`config.mk`:
```
export PLATFORM = sky130hd
export DESIGN_NAME = spi_uart_regif
export DESIGN_NICKNAME = d
export VERILOG_FILES = /design/src/rtl/spi_uart_pkg.sv /design/src/rtl/spi_uart_sync.sv /design/src/rtl/spi_uart_shift.sv /design/src/rtl/spi_uart_regs.sv /design/src/rtl/spi_uart_regif.sv
export SDC_FILE = /design/constraint.sdc
export NUM_CORES = 1
export LEC_CHECK = 0
export BUFFER_PORTS_ARGS = -buffer_cell sky130_fd_sc_hd__buf_2
export CAP_MARGIN = 20
export CELL_PAD_IN_SITES_DETAIL_PLACEMENT = 1
export CELL_PAD_IN_SITES_GLOBAL_PLACEMENT = 1
export CORE_ASPECT_RATIO = 1.75
export CORE_UTILIZATION = 35
export CTS_CLUSTER_DIAMETER = 120
export DETAILED_ROUTE_END_ITERATION = 8
export GPL_TIMING_DRIVEN = 0
export PLACE_DENSITY = 0.64
export RECOVER_POWER = 25
export SYNTH_ARGS = -nofsm -noshare
export SYNTH_HDL_FRONTEND = slang
export SYNTH_HIERARCHICAL = 1
export SYNTH_SLANG_ARGS = --single-unit
```
`constraint.sdc`:
```
create_clock -name clk -period 4.9 [get_ports clk]
set_input_delay 0.98 -clock clk [delete_from_list [all_inputs] [get_ports clk]]
set_output_delay 0.98 -clock clk [all_outputs]
set_load 0.1 [all_outputs]
```
`src/rtl/spi_uart_pkg.sv`:
```
package spi_uart_pkg;

    localparam int WORD_W = 16;
    localparam int CFG_W  = 14;
    localparam int BYTE_W = 8;
    localparam int CNT_W  = $clog2(WORD_W + 1);

    typedef enum logic [1:0] {
        OP_RX_DATA = 2'b00,
        OP_GET_CFG = 2'b01,
        OP_TX_DATA = 2'b10,
        OP_SET_CFG = 2'b11
    } op_e;

    // field order is fixed by the bit positions the host writes
    typedef struct packed {
        logic       fifo_on;
        logic       shutdown;
        logic       irq_mask_t;
        logic       irq_mask_r;
        logic       irq_mask_p;
        logic       irq_mask_fe;
        logic       ir_timing;
        logic       stop_two;
        logic       par_on;
        logic       len_short;
        logic [3:0] baud_code;
    } line_cfg_t;

endpackage

```
`src/rtl/spi_uart_sync.sv`:
```
module spi_uart_sync #(
    parameter int             N_SIG   = 3,
    parameter int             STAGES  = 2,
    parameter logic [N_SIG-1:0] RST_VAL = '0
) (
    input  logic             clk,
    input  logic             rst_n,
    input  logic [N_SIG-1:0] din,
    output logic [N_SIG-1:0] dout
);

    logic [STAGES-1:0][N_SIG-1:0] pipe_d, pipe_q;

    always_comb begin
        pipe_d[0] = din;
        for (int i = 1; i < STAGES; i++) begin
            pipe_d[i] = pipe_q[i-1];
        end
    end

    always_ff @(posedge clk or negedge rst_n) begin
        if (!rst_n) pipe_q <= {STAGES{RST_VAL}};
        else        pipe_q <= pipe_d;
    end

    assign dout = pipe_q[STAGES-1];

endmodule

```
`src/rtl/spi_uart_shift.sv`:
```
module spi_uart_shift
    import spi_uart_pkg::*;
(
    input  logic              clk,
    input  logic              rst_n,
    input  logic              sclk_s,
    input  logic              cs_n_s,
    input  logic              mosi_s,
    input  logic [1:0]        flags_in,
    input  logic [CFG_W-1:0]  payload,
    output logic              sel_begin,
    output logic              op_known,
    output logic [1:0]        op_bits,
    output logic              word_done,
    output logic [WORD_W-1:0] word_in,
    output logic              miso
);

    typedef struct packed {
        logic              sclk_prev;
        logic              cs_prev;
        logic [WORD_W-1:0] in_sr;
        logic [WORD_W-1:0] out_sr;
        logic [CNT_W-1:0]  cnt;
        logic              hdr;
        logic              done;
    } shift_st_t;

    shift_st_t st_d, st_q;
    logic      rise, fall;

    assign rise      = sclk_s & ~st_q.sclk_prev;
    assign fall      = ~sclk_s & st_q.sclk_prev;
    assign sel_begin = st_q.cs_prev & ~cs_n_s;

    always_comb begin
        st_d           = st_q;
        st_d.sclk_prev = sclk_s;
        st_d.cs_prev   = cs_n_s;
        st_d.hdr       = 1'b0;
        st_d.done      = 1'b0;
        if (cs_n_s) begin
            st_d.cnt    = '0;
            st_d.out_sr = '0;
        end else if (st_q.cs_prev) begin
            st_d.cnt    = '0;
            st_d.in_sr  = '0;
            st_d.out_sr = {flags_in, {CFG_W{1'b0}}};
        end else begin
            if (st_q.hdr) begin
                st_d.out_sr = {st_q.out_sr[WORD_W-1], payload, 1'b0};
            end else if (fall && st_q.cnt != '0) begin
                st_d.out_sr = {st_q.out_sr[WORD_W-2:0], 1'b0};
            end
            if (rise && st_q.cnt < CNT_W'(WORD_W)) begin
                st_d.in_sr = {st_q.in_sr[WORD_W-2:0], mosi_s};
                st_d.cnt   = st_q.cnt + 1'b1;
                st_d.hdr   = (st_q.cnt == CNT_W'(1));
                st_d.done  = (st_q.cnt == CNT_W'(WORD_W - 1));
            end
        end
    end

    always_ff @(posedge clk or negedge rst_n) begin
        if (!rst_n) begin
            st_q         <= '0;
            st_q.cs_prev <= 1'b1;
        end else begin
            st_q <= st_d;
        end
    end

    assign op_known  = st_q.hdr;
    assign op_bits   = st_q.in_sr[1:0];
    assign word_done = st_q.done;
    assign word_in   = st_q.in_sr;
    assign miso      = st_q.out_sr[WORD_W-1];

    assert_cnt_bound_R1: assert property (@(posedge clk) disable iff (!rst_n)
        st_q.cnt <= CNT_W'(WORD_W));

    assert_deselect_clears_R10: assert property (@(posedge clk) disable iff (!rst_n)
        st_q.cs_prev |-> (st_q.cnt == '0 && !st_q.done));

endmodule

```
`src/rtl/spi_uart_regs.sv`:
```
module spi_uart_regs
    import spi_uart_pkg::*;
(
    input  logic              clk,
    input  logic              rst_n,
    input  logic              sel_begin,
    input  logic              op_known,
    input  logic [1:0]        op_bits,
    input  logic              word_done,
    input  logic [WORD_W-1:0] word_in,
    input  logic              rx_avail,
    input  logic              tx_empty,
    input  logic [BYTE_W-1:0] rx_data,
    input  logic              rx_parity,
    input  logic              rx_frame_err,
    input  logic              rx_active,
    input  logic              cts_n,
    output logic [CFG_W-1:0]  payload,
    output logic [CFG_W-1:0]  cfg_word,
    output logic              tx_strobe,
    output logic [BYTE_W-1:0] tx_data,
    output logic              tx_parity,
    output logic              rts_n,
    output logic              rx_pop
);

    typedef struct packed {
        line_cfg_t         cfg;
        logic              snap_r;
        logic              snap_t;
        logic [BYTE_W-1:0] snap_data;
        logic              snap_par;
        logic              snap_cts;
        logic              snap_fe;
        logic              snap_act;
        logic              strobe;
        logic [BYTE_W-1:0] tx_byte;
        logic              tx_par;
        logic              rts;
        logic              pop;
    } reg_st_t;

    reg_st_t st_d, st_q;
    op_e     op_now, op_done;
    logic    status_bit;

    assign op_now     = op_e'(op_bits);
    assign op_done    = op_e'(word_in[WORD_W-1 -: 2]);
    assign status_bit = st_q.cfg.shutdown ? st_q.snap_act : st_q.snap_fe;

    always_comb begin
        unique case (op_now)
            OP_GET_CFG: payload = st_q.cfg;
            OP_SET_CFG: payload = '0;
            default:    payload = {3'b000, status_bit, st_q.snap_cts,
                                   st_q.snap_par, st_q.snap_data};
        endcase
    end

    always_comb begin
        st_d        = st_q;
        st_d.strobe = 1'b0;
        st_d.pop    = 1'b0;
        if (sel_begin) begin
            st_d.snap_r    = rx_avail;
            st_d.snap_t    = tx_empty;
            st_d.snap_data = rx_data;
            st_d.snap_par  = rx_parity;
            st_d.snap_cts  = ~cts_n;
            st_d.snap_fe   = rx_frame_err;
            st_d.snap_act  = rx_active;
        end
        if (word_done) begin
            unique case (op_done)
                OP_SET_CFG: st_d.cfg = line_cfg_t'(word_in[CFG_W-1:0]);
                OP_TX_DATA: begin
                    if (st_q.snap_t) begin
                        st_d.rts = word_in[9];
                        if (!word_in[10]) begin
                            st_d.strobe  = 1'b1;
                            st_d.tx_byte = word_in[BYTE_W-1:0];
                            st_d.tx_par  = word_in[8];
                        end
                    end
                end
                default: ;
            endcase
            if ((op_done == OP_TX_DATA || op_done == OP_RX_DATA) && st_q.snap_r) begin
                st_d.pop = 1'b1;
            end
        end
    end

    always_ff @(posedge clk or negedge rst_n) begin
        if (!rst_n) st_q <= '0;
        else        st_q <= st_d;
    end

    assign cfg_word  = st_q.cfg;
    assign tx_strobe = st_q.strobe;
    assign tx_data   = st_q.tx_byte;
    assign tx_parity = st_q.tx_par;
    assign rts_n     = ~st_q.rts;
    assign rx_pop    = st_q.pop;

    assert_strobe_pulse_R7: assert property (@(posedge clk) disable iff (!rst_n)
        st_q.strobe |=> !st_q.strobe);

    assert_pop_pulse_R9: assert property (@(posedge clk) disable iff (!rst_n)
        st_q.pop |=> !st_q.pop);

    assert_cfg_hold_R3: assert property (@(posedge clk) disable iff (!rst_n)
        !word_done |=> $stable(st_q.cfg));

    assert_rts_hold_R8: assert property (@(posedge clk) disable iff (!rst_n)
        !word_done |=> $stable(st_q.rts));

    assert_known_once_R2: assert property (@(posedge clk) disable iff (!rst_n)
        op_known |-> !word_done);

endmodule

```
`src/rtl/spi_uart_regif.sv`:
```
module spi_uart_regif
    import spi_uart_pkg::*;
#(
    parameter int SYNC_STAGES = 2
) (
    input  logic              clk,
    input  logic              rst_n,
    input  logic              spi_cs_n,
    input  logic              spi_sclk,
    input  logic              spi_mosi,
    output logic              spi_miso,
    output logic [CFG_W-1:0]  cfg_word,
    output logic              tx_strobe,
    output logic [BYTE_W-1:0] tx_data,
    output logic              tx_parity,
    output logic              rts_n,
    output logic              rx_pop,
    input  logic              rx_avail,
    input  logic              tx_empty,
    input  logic [BYTE_W-1:0] rx_data,
    input  logic              rx_parity,
    input  logic              rx_frame_err,
    input  logic              rx_active,
    input  logic              cts_n
);

    logic [2:0]        pins_s;
    logic              sel_begin, op_known, word_done;
    logic [1:0]        op_bits;
    logic [WORD_W-1:0] word_in;
    logic [CFG_W-1:0]  payload;

    spi_uart_sync #(
        .N_SIG  (3),
        .STAGES (SYNC_STAGES),
        .RST_VAL(3'b100)
    ) u_sync (
        .clk  (clk),
        .rst_n(rst_n),
        .din  ({spi_cs_n, spi_sclk, spi_mosi}),
        .dout (pins_s)
    );

    spi_uart_shift u_shift (
        .clk      (clk),
        .rst_n    (rst_n),
        .sclk_s   (pins_s[1]),
        .cs_n_s   (pins_s[2]),
        .mosi_s   (pins_s[0]),
        .flags_in ({rx_avail, tx_empty}),
        .payload  (payload),
        .sel_begin(sel_begin),
        .op_known (op_known),
        .op_bits  (op_bits),
        .word_done(word_done),
        .word_in  (word_in),
        .miso     (spi_miso)
    );

    spi_uart_regs u_regs (
        .clk         (clk),
        .rst_n       (rst_n),
        .sel_begin   (sel_begin),
        .op_known    (op_known),
        .op_bits     (op_bits),
        .word_done   (word_done),
        .word_in     (word_in),
        .rx_avail    (rx_avail),
        .tx_empty    (tx_empty),
        .rx_data     (rx_data),
        .rx_parity   (rx_parity),
        .rx_frame_err(rx_frame_err),
        .rx_active   (rx_active),
        .cts_n       (cts_n),
        .payload     (payload),
        .cfg_word    (cfg_word),
        .tx_strobe   (tx_strobe),
        .tx_data     (tx_data),
        .tx_parity   (tx_parity),
        .rts_n       (rts_n),
        .rx_pop      (rx_pop)
    );

endmodule

```
==> flow_summary.toml <==
[clock_tree]
clockBufferDepth = 2
cts-root-buf = "clkbuf_16"
cts_sinks = 86
postCtsHoldBufs = 0
clk_pin_slew_ns = 0.07
cts_tree = "done"
numCtsBuffers = 9
post_cts_resized = 0
cts_setup_buffers = 0
htreeDepth = 3
clock_latency_ns = 0.35

[power]
leakage_nw = 2.307
powerDensity_nw_per_um2 = 324.7
p_total_mw = 1.521
ir_worst_vdd_uv = 191.8

[timing]
rsz0062_at_grt = "false"
period_needed_ns = 2.701
setup_viol = 0
max_slew_margin_pct = -57.62
finClkSkew_ns = 0.009747
max_freq_ghz = 0.3702
worstMarginPinSlew_ns = 2.364
hold_viol_final = 0
fin_crit_sh_pct = 55.12
final_max_slew_viol_count = 42
setup_tns_ns = 0

[grt]
grt_pass1_vias = 3037
grt.total_usage_pct = 18.74
grt_max_degree = 46
grt_pass1_wl_mm = 16.06
grt-ovfl-total = 0
antenna_found_initial = 0

[detailed_routing]
via_per_inst = 5.099
first_iter_violations = 120
wl_per_cell_um = 17.79
drt_pass1_iterations = 4
vias = 2779
drcViolationCount = 0
antenna_left = 0
wl_mm = 9.693

[synthesis]
syn-instance-count = 351
ys_seq_elements = 86
ys_types = 41
synth_nets = 374
seq_area_frac_synth_pct = 54.20
yosysWarningCount = 6
synth_area_per_cell_um2 = 11.33
syn_area_um2 = 3978

[critical_path]
cp_max_fo = 42
crit_buf_inv = 1
slowest_stage = "clkbuf_1"
cp-startpoint = "rst_n"
crit_type = "in -> async"
reg2reg_from = "u_shift/st_q[2]"
regToRegSetupSlack_ns = 2.97
critPathLaunchType = "input port"
cp.required_ns = 4.86
worstPathCellList = "clkbuf_1"
r2r_end = "u_shift/st_q[18]"
worstRegToRegCells = 6
critical_path.top_delay_family = "buffers and inverters"
endpoint_kind = "async pin"
slowest_delay_ns = 1.65
crit_arrival_ns = 2.66

[floorplan]
die_h_um = 143.0
pin_count = 46
rows = 51
core-area_um2 = 11100
die_w_um = 82.59
dieArea_um2 = 11810
initial_core_util_pct = 35.82

[hold_path]
min-delay-start = "u_sync/pipe_d[3]"
holdPathEnd = "u_sync/dout[0]"
hp-class = "reg -> reg"
min_path_cells = 0

[placement]
gp_congestion = 0.8014
port-buffer-count = 45
hpwl_mm = 7.159

[layout]
layout_common_cells = "83 x dfrtp_1, 50 x buf_2, 45 x o21ai_0"
drive_above_1_share_pct = 35.84
finalNetCount = 431
area_delta_synth_final_pct = 17.77
antennaDiodeCount = 0
layout_commonest_cell = "dfrtp_1"

[run_status]
violations = "capacitance limit, slew limit"
status = "finished with violations"

[job]
drv_cap = 1
stage by stage:
stage / utilization, % / cell area (µm²) / hold WS [ns] / instances / setup WS, ns
2_1_floorplan: - / 3978 / 0.3312 / 351 / 2.979
3_5_place_dp: 39.61 / 4398 / 0.3363 / 529 / 2.913
3_3_place_gp: 39.34 / 4368 / 0.3371 / 528 / 2.081
5_1_grt: 42.19 / 4684 / 0.3676 / 545 / 1.703
6_report: 42.19 / 4684 / 0.3503 / 545 / 2.199
4_1_cts: 42.26 / 4692 / 0.3513 / 545 / 2.527
routing by layer:
layer | vias to the layer above | track usage (%) | share of wire (%)
met2 | 41 | 33.10 | 56
met3 | 10 | 3.131 | 2.3
met1 | 1430 | 21.93 | 40
li1 | 1298 | - | -
met5 | - | 0 | 0
met4 | 0 | 7.441 | 1.9
Yosys cell counts (all sizes together):
library cell | number | area, µm²
nand2 | 27 | 101.4
ha | 4 | 50.05
a32oi | 1 | 8.760
clkbuf | 9 | 33.78
mux2i | 2 | 20.02
dfstp | 3 | 78.83
nor4b | 1 | 15.01
nand4b | 1 | 23.77
a31oi | 11 | 68.82
inv | 17 | 63.81
or3 | 2 | 12.51
and2 | 3 | 18.77
o21ai | 46 | 230.2
nand2b | 2 | 12.51
a211oi | 2 | 20.02
and3b | 1 | 10.01
a22o | 16 | 140.1
o211ai | 4 | 30.03
a21oi | 7 | 35.03
or4b | 1 | 13.76
nor2b | 3 | 18.77
mux2 | 29 | 364.1
nand3 | 14 | 75.07
dfrtp | 83 | 2077
and3 | 3 | 18.77
nor2 | 6 | 46.29
nor4 | 1 | 6.260
buf | 48 | 352.8
nor3b | 1 | 7.510
or2 | 1 | 6.260
or3b | 2 | 17.52
cell families (layout without fill, tap and decap cells):
kind of cell / count (synthesis) / count (layout) / share of synthesized area, %
multiplexers: 31 / 31 / 9.657
flip-flops: 86 / 86 / 54.20
AO/OA/AOI/OAI: 87 / 87 / 13.40
AND/OR/NAND/NOR: 69 / 69 / 10.16
adder cells (fa/ha/maj): 4 / 4 / 1.258
buffers and inverters: 74 / 136 / 11.32
worst max-delay path by stage:
stage / to / slack (ns) / cells after the start
finish: u_shift/op_known / 2.20 / 1
global route: u_shift/st_q[21] / 1.70 / 1
CTS: cfg_word[12] / 2.53 / 2
detailed placement: cfg_word[12] / 2.91 / 2
global placement: u_shift/word_in[11] / 2.08 / 1
floorplan: rts_n / 2.98 / 1
sequential cells by signal, summed over array words and instances (netlist names):
name / count
u_shift/st_q: 21
u_shift/word_in: 16
u_regs/st_q: 15
u_regs/cfg_word: 14
u_regs/tx_data: 8
u_sync/dout: 3
u_sync/pipe_d: 3
u_regs/rx_pop: 1
u_regs/tx_parity: 1
u_regs/tx_strobe: 1
u_shift/miso: 1
u_shift/op_known: 1
u_shift/word_done: 1
final cells by class:
cell class	count	area [µm²]
Clock inverter	7	68.82
Fill cell	1269	6419
Multi-Input combinational cell	191	1371
Clock buffer	9	225.2
Timing Repair Buffer	46	251.5
Inverter	17	63.81
Buffer	57	382.9
Tap cell	132	165.2
Sequential cell	86	2156
power breakdown:
group	internal [mW]	total (mW)	switching, mW
combinational	0.0318	0.0950	0.0632
clock	0.361	0.684	0.323
sequential	0.731	0.743	0.0113
(Power assumes the default switching activity.)
